==> src/rtl/pmu_evt_pkg.sv <==
package pmu_evt_pkg;
  localparam int EID_W = 15;
  localparam int PID_W = 20;
  localparam int DID_W = 24;
  localparam int SEL_W = 64;
  // field positions decoded by the filter
  localparam int EID_LSB  = 0;
  localparam int MASK_BIT = EID_LSB + EID_W;
  localparam int PID_LSB  = MASK_BIT + 1;
  localparam int DID_LSB  = PID_LSB + PID_W;
  localparam int PV_BIT   = DID_LSB + DID_W;
  localparam int DV_BIT   = PV_BIT + 1;
  localparam int IDT_BIT  = DV_BIT + 1;
  localparam int OF_BIT   = IDT_BIT + 1;

  typedef struct packed {
    logic [DID_W-1:0] dev_id;
    logic [PID_W-1:0] pid;
    logic             pid_valid;
    logic [DID_W-1:0] gscid;
    logic [PID_W-1:0] pscid;
  } evt_ctx_t;
endpackage

==> src/rtl/pmu_evt_selector.sv <==
module pmu_evt_selector
  import pmu_evt_pkg::*;
#(
  parameter int EVT_ID_LIMIT = 20
) (
  input  logic             clk,
  input  logic             rst_n,
  input  logic             wr_en,
  input  logic [SEL_W-1:0] wr_data,
  input  logic             set_of,
  output logic [SEL_W-1:0] sel
);
  logic [EID_W-1:0] wr_eid;
  logic             eid_ok;
  logic [SEL_W-1:0] legal;

  always_comb begin
    wr_eid = wr_data[EID_LSB +: EID_W];
    eid_ok = (wr_eid != '0) && (int'(wr_eid) < EVT_ID_LIMIT);
    legal  = wr_data;
    if (!eid_ok) legal[EID_LSB +: EID_W] = '0;
  end

  always_ff @(posedge clk) begin
    if (!rst_n)      sel <= '0;
    else if (wr_en)  sel <= legal;
    else if (set_of) sel[OF_BIT] <= 1'b1;
  end

  a_r2_legal_code: assert property (@(posedge clk) disable iff (!rst_n)
    wr_en |=> (sel[EID_LSB +: EID_W] == '0) ||
              (int'(sel[EID_LSB +: EID_W]) < EVT_ID_LIMIT));
endmodule

==> src/rtl/pmu_evt_filter.sv <==
module pmu_evt_filter
  import pmu_evt_pkg::*;
(
  input  logic [SEL_W-1:0] sel,
  input  logic             ev_valid,
  input  logic [EID_W-1:0] ev_id,
  input  evt_ctx_t         ctx,
  input  logic             inhibit,
  output logic             hit
);
  logic [EID_W-1:0] sel_eid;
  logic [DID_W-1:0] sel_did, did, dmask;
  logic [PID_W-1:0] sel_pid, pid;
  logic             code_ok, pid_ok, did_ok;

  always_comb begin
    sel_eid = sel[EID_LSB +: EID_W];
    sel_did = sel[DID_LSB +: DID_W];
    sel_pid = sel[PID_LSB +: PID_W];
    did     = sel[IDT_BIT] ? ctx.gscid : ctx.dev_id;
    pid     = sel[IDT_BIT] ? ctx.pscid : ctx.pid;
    code_ok = ev_valid && (sel_eid != '0) && (ev_id == sel_eid);
    pid_ok  = !sel[PV_BIT] || !ctx.pid_valid || (pid == sel_pid);
    dmask   = sel[MASK_BIT] ? ~(sel_did ^ (sel_did + 1'b1)) : '1;
    did_ok  = !sel[DV_BIT] || ((did & dmask) == (sel_did & dmask));
    hit     = code_ok && !inhibit && pid_ok && did_ok;
  end
endmodule

==> src/rtl/pmu_event_counter.sv <==
module pmu_event_counter
  import pmu_evt_pkg::*;
#(
  parameter int EVT_ID_LIMIT = 20,
  parameter int CNT_W        = 64
) (
  input  logic             clk,
  input  logic             rst_n,
  input  logic             sel_wr_en,
  input  logic [63:0]      sel_wr_data,
  output logic [63:0]      sel_q,
  input  logic             cnt_wr_en,
  input  logic [CNT_W-1:0] cnt_wr_data,
  output logic [CNT_W-1:0] cnt_q,
  input  logic             inhibit,
  input  logic             ev_valid,
  input  logic [14:0]      ev_id,
  input  logic [23:0]      ctx_dev_id,
  input  logic [19:0]      ctx_pid,
  input  logic             ctx_pid_valid,
  input  logic [23:0]      ctx_gscid,
  input  logic [19:0]      ctx_pscid,
  output logic             ovf_status,
  output logic             ovf_irq
);
  evt_ctx_t ctx;
  logic     hit, wrap, new_ovf;

  assign ctx = '{dev_id: ctx_dev_id, pid: ctx_pid, pid_valid: ctx_pid_valid,
                 gscid: ctx_gscid, pscid: ctx_pscid};

  pmu_evt_filter u_filter (
    .sel(sel_q), .ev_valid(ev_valid), .ev_id(ev_id), .ctx(ctx),
    .inhibit(inhibit), .hit(hit)
  );

  assign wrap    = hit && !cnt_wr_en && (&cnt_q);
  assign new_ovf = wrap && !ovf_status;

  pmu_evt_selector #(.EVT_ID_LIMIT(EVT_ID_LIMIT)) u_sel (
    .clk(clk), .rst_n(rst_n), .wr_en(sel_wr_en), .wr_data(sel_wr_data),
    .set_of(new_ovf), .sel(sel_q)
  );

  always_ff @(posedge clk) begin
    if (!rst_n) begin
      cnt_q      <= '0;
      ovf_status <= 1'b0;
      ovf_irq    <= 1'b0;
    end else begin
      if (cnt_wr_en) cnt_q <= cnt_wr_data;
      else if (hit)  cnt_q <= cnt_q + 1'b1;
      if (new_ovf)                              ovf_status <= 1'b1;
      else if (sel_wr_en && !sel_wr_data[OF_BIT]) ovf_status <= 1'b0;
      ovf_irq <= new_ovf;
    end
  end

  a_r4_inhibit_holds: assert property (@(posedge clk) disable iff (!rst_n)
    (inhibit && !cnt_wr_en) |=> cnt_q == $past(cnt_q));
  a_r10_write_wins: assert property (@(posedge clk) disable iff (!rst_n)
    cnt_wr_en |=> cnt_q == $past(cnt_wr_data));
  a_r3_step_by_one: assert property (@(posedge clk) disable iff (!rst_n)
    !cnt_wr_en |=> (cnt_q == $past(cnt_q)) || (cnt_q == $past(cnt_q) + 1'b1));
  a_r8_irq_single: assert property (@(posedge clk) disable iff (!rst_n)
    ovf_irq |=> !ovf_irq);
  a_r8_irq_sets_status: assert property (@(posedge clk) disable iff (!rst_n)
    ovf_irq |-> ovf_status);
  a_r9_status_only_by_ovf: assert property (@(posedge clk) disable iff (!rst_n)
    $rose(ovf_status) |-> ovf_irq);
endmodule

==> config.mk <==
export PLATFORM = sky130hd
export DESIGN_NAME = pmu_event_counter
export DESIGN_NICKNAME = d
export VERILOG_FILES = /design/src/rtl/pmu_evt_pkg.sv /design/src/rtl/pmu_evt_selector.sv /design/src/rtl/pmu_evt_filter.sv /design/src/rtl/pmu_event_counter.sv
export SDC_FILE = /design/constraint.sdc
export NUM_CORES = 1
export LEC_CHECK = 0
export BUFFER_PORTS_ARGS = -buffer_cell sky130_fd_sc_hd__buf_2
export CAP_MARGIN = 30
export CORE_MARGIN = 4
export CORE_UTILIZATION = 45
export DETAILED_ROUTE_END_ITERATION = 7
export PLACE_DENSITY = 0.87
export SYNTH_ARGS = -nofsm -noshare
export SYNTH_HDL_FRONTEND = slang
export SYNTH_SLANG_ARGS = --single-unit
==> constraint.sdc <==
create_clock -name clk -period 4.8 [get_ports clk]
set_input_delay 0.96 -clock clk [delete_from_list [all_inputs] [get_ports clk]]
set_output_delay 0.96 -clock clk [all_outputs]
set_load 0.1 [all_outputs]
==> impl_metrics.py <==
metrics = {
    "status": {
        "status": "finished, final reports clean",
    },
    "place": {
        "post-dp-hpwl_um": 23300,
        "numPortBuffers": 367,
        "placed_area_sq_mm": 0.0103,
        "globalplace.congestion": 0.915,
    },
    "critical_path": {
        "endpoint_kind_of_the_worst_setup_timing_path": "flop",
        "worstPathMaxFanout": 26,
        "criticalPathCategory": "reg -> reg",
        "cp.arrival_ns": 4.25,
        "timing.critical_path.mode_cell": "buf_4",
        "critical_path.slowest_cell": "dfxtp_2",
        "worst_path_largest_cell_delay_ns": 0.76,
        "crit_path_cell_trace": "buf_4 > buf_4 > mux2i_1 > xnor2_1 > nor4_1 > nand3_1 > o311ai_1 > buf_4 > and2_2 > buf_4 > a311oi_1 > nor3b_1",
        "crit_required_ns": 5.14,
        "path_delay_family": "buffers and inverters",
        "cp.buffers_inverters": 4,
        "worst_setup_path_start_kind": "flop",
    },
    "synthesis": {
        "synth_area_leaders": "dfxtp_1 (31%), mux2i_1 (11%), nand4_1 (5.2%)",
        "synth_edf_count": 0,
        "synth-warning-count": 0,
        "yosys_register_bits": 130,
        "synthDominantAreaCellType": "dfxtp_1",
        "area_share_of_the_largest_cell_type_after_synthesis_pct": 31.2,
        "synth_cell_types": 59,
        "synth.net_count": 1274,
        "postSynth.asyncResetShare_pct": 0,
        "netlist_instances": 1034,
        "yosysSeqAreaShare_pct": 31.2,
        "netlist_area_sq_mm": 0.00834,
        "synthesis.area_per_instance_sq_um": 8.07,
        "synth_top_flop_cell": "dfxtp_1",
    },
    "pwr": {
        "clock_power_share_pct": 37.5,
        "power.switching_mw": 1.39,
        "finalPower_mw": 3.57,
        "power_density_of_the_placed_cells_mw_per_mm2": 328,
        "netSwitchingFraction_pct": 38.9,
        "fraction_of_power_consumed_by_sequential_logic_pct": 34.9,
        "p_int_mw": 2.18,
        "peakVddDrop_uv": 230,
        "combinational_cell_fraction_of_total_power_pct": 27.6,
        "p_leak_nw": 4.71,
    },
    "clock_network": {
        "cts-htree-levels": 4,
        "clock-sinks": 130,
        "postCtsResizedCells": 0,
        "tritoncts.num_buffers": 17,
        "post_cts_hold_buffer_count": 0,
        "max_clock_buf_depth": 2,
        "ctsRootBufferMaster": "clkbuf_16",
        "clk-insertion-delay-late_ns": 0.43,
        "cts_tree": "built",
        "postCtsSetupRepairBufs": 0,
        "worst_setup_hold_path_clk_slew_ns": 0.06,
    },
    "sta": {
        "fin_crit_ns": 3.92,
        "final_min_period_over_clock_period_pct": 81.6,
        "setup_tns_ns": 0,
        "number_of_failing_setup_endpoints_in_the_final_timing_report": 0,
        "worst_slew_margin_rel_pct": 37.3,
        "timing.clock.skew_ns": 0.0113,
        "rsz0062_at_grt": "no",
        "final_hold_viol_count": 0,
        "fin_worst_hold_slack_ns": 0.517,
        "maxSlewViolCount": 0,
        "max_slew.worst_pin.slew_ns": 0.937,
        "peak_freq_mhz": 255,
    },
    "routing": {
        "route.final.wire_length_um": 31000,
        "postRouteAntennaNets": 0,
        "drt_first_pass_iters": 7,
        "drt-vias-per-instance": 6.04,
        "routed-via-count": 9691,
        "route.detailed.drc": 0,
        "wire_per_inst_um": 19.3,
        "initialDrtViolationCount": 807,
    },
    "finish": {
        "area_delta_synth_final_pct": 30.4,
        "final_core_util_pct": 60.1,
        "design_area_sq_mm": 0.0109,
        "fillerInstances": 1593,
        "nNetsFinal": 1596,
        "drive_above_1_share_pct": 31.7,
    },
    "grt": {
        "grt_remaining_overflow": 0,
        "grt_pass1_vias": 9123,
        "antenna_found_initial": 8,
        "largest_net_degree_at_the_start_of_global_routing": 108,
        "grt_first_pass_wirelength_um": 47100,
        "grt_usage_pct": 28.3,
    },
    "floorplan": {
        "start_util_pct": 46.1,
        "core.rowCount": 49,
        "core-area_sq_mm": 0.0181,
        "floorplan.io_pins": 368,
        "chipHeight_um": 144,
        "die-area_sq_mm": 0.0208,
        "fp.dieW_um": 144,
    },
    "worst_hold_path": {
        "hold_path.class": "reg -> reg",
    },
    "flow_run": {
        "max-cap-violations": 0,
    },
}
flip-flops by register name (all words and copies together) (netlist names):
| name | count |
|---|---|
| cnt_q | 64 |
| ovf_irq | 1 |
| u_sel.sel | 64 |
| ovf_status | 1 |
power by group through the flow:
stage               clock network [mW]  registers, mW  logic (mW)
floorplan                            0           1.71       0.285
global placement                     0           1.26       0.968
detailed placement                   0           1.27       0.984
CTS                               1.35           1.24       0.986
global route                      1.39           1.26        1.04
finish                            1.34           1.25       0.987
through the flow:
step,setup WS [ns],std cells
2_1_floorplan,0.935,1034
6_report,0.883,1605
5_1_grt,0.520,1604
3_3_place_gp,1.05,1565
3_5_place_dp,0.910,1566
4_1_cts,0.901,1598
layout make-up:
cell class	instances	area [sq um]	share of cell area (%)
Antenna cell	7	17.5	0.161
Clock buffer	17	425	3.91
Clock inverter	15	173	1.59
Inverter	17	63.8	0.587
Multi-Input combinational cell	812	5350	49.2
Sequential cell	130	2600	23.9
Tap cell	229	287	2.64
Timing Repair Buffer	378	1950	18.0
kinds of logic after synthesis:
kind of cell | count (synthesis) | share of synthesized area (%)
xor+xnor | 56 | 5.88
compound gates | 175 | 14.8
flops | 130 | 31.2
simple gates | 487 | 32.0
fa+ha+maj | 2 | 0.300
buf+inv | 92 | 4.70
mux | 92 | 11.1
placed cells by master, fill, tap and decap left out, types with 23 or more instances in the layout:
cell type  count
buf_2        366
mux2i_1       90
nor3_1        23
xnor2_1       30
nand2_1       49
nor4_1        27
o21ai_0       41
nor2_1       100
xor2_1        26
nor3b_1       30
nand4_1       69
nor2b_1       36
a311oi_1      30
a21oi_1       26
and3_1        24
nand3_1       69
dfxtp_1      129
worst paths after layout:
path | start | endpoint | slack (ns) | cells after the start
setup / recovery | u_sel.sel[62]$_SDFFE_PN0P_ | cnt_q[17]$_SDFFE_PN0P_ | 0.88 | 12
hold / removal | u_sel.sel[4]$_SDFFE_PN0P_ | u_sel.sel[4]$_SDFFE_PN0P_ | 0.52 | 2
setup reg to reg | u_sel.sel[62]$_SDFFE_PN0P_ | cnt_q[17]$_SDFFE_PN0P_ | 0.88 | 12
hold reg to reg | u_sel.sel[4]$_SDFFE_PN0P_ | u_sel.sel[4]$_SDFFE_PN0P_ | 0.52 | 2
worst reg2reg max path, cell delays in order, from the launching register on:
cell      delay (ns)
dfxtp_2         0.76
buf_4           0.35
buf_4           0.26
mux2i_1         0.26
xnor2_1         0.09
nor4_1          0.30
nand3_1         0.14
o311ai_1        0.29
buf_4           0.21
and2_2          0.40
buf_4           0.36
a311oi_1        0.16
nor3b_1         0.25
cells in the mapped netlist, drive strengths merged (2+ instances only):
library cell  instances
and2                 14
o311ai                3
xnor2                30
nor2                101
a31oi                15
and3                 24
xor2                 26
and4                 18
clkbuf               44
o21bai                2
mux2i                90
nor3                 23
buf                  31
nand2                49
inv                  16
a31o                 13
nor3b                30
o21ai                42
o211ai                9
a32oi                12
nand3                69
o31ai                 4
nor4b                 5
or3                   4
nand2b                8
nor2b                36
or4                   6
o21a                  2
nor4                 27
o2111ai               3
a211oi                3
o221ai                2
a311oi               30
a21oi                26
dfxtp               130
mux2                  2
ha                    2
nand4                69
routing by layer:
layer	global-route usage, %	wire length, um	part of all wire [%]
met1	32.8	11200	36
met3	5.89	2730	8.8
met5	0	27	0.087
met2	50.4	15800	51
met4	12.6	1260	4.0
Power figures use the tool's default switching activity.
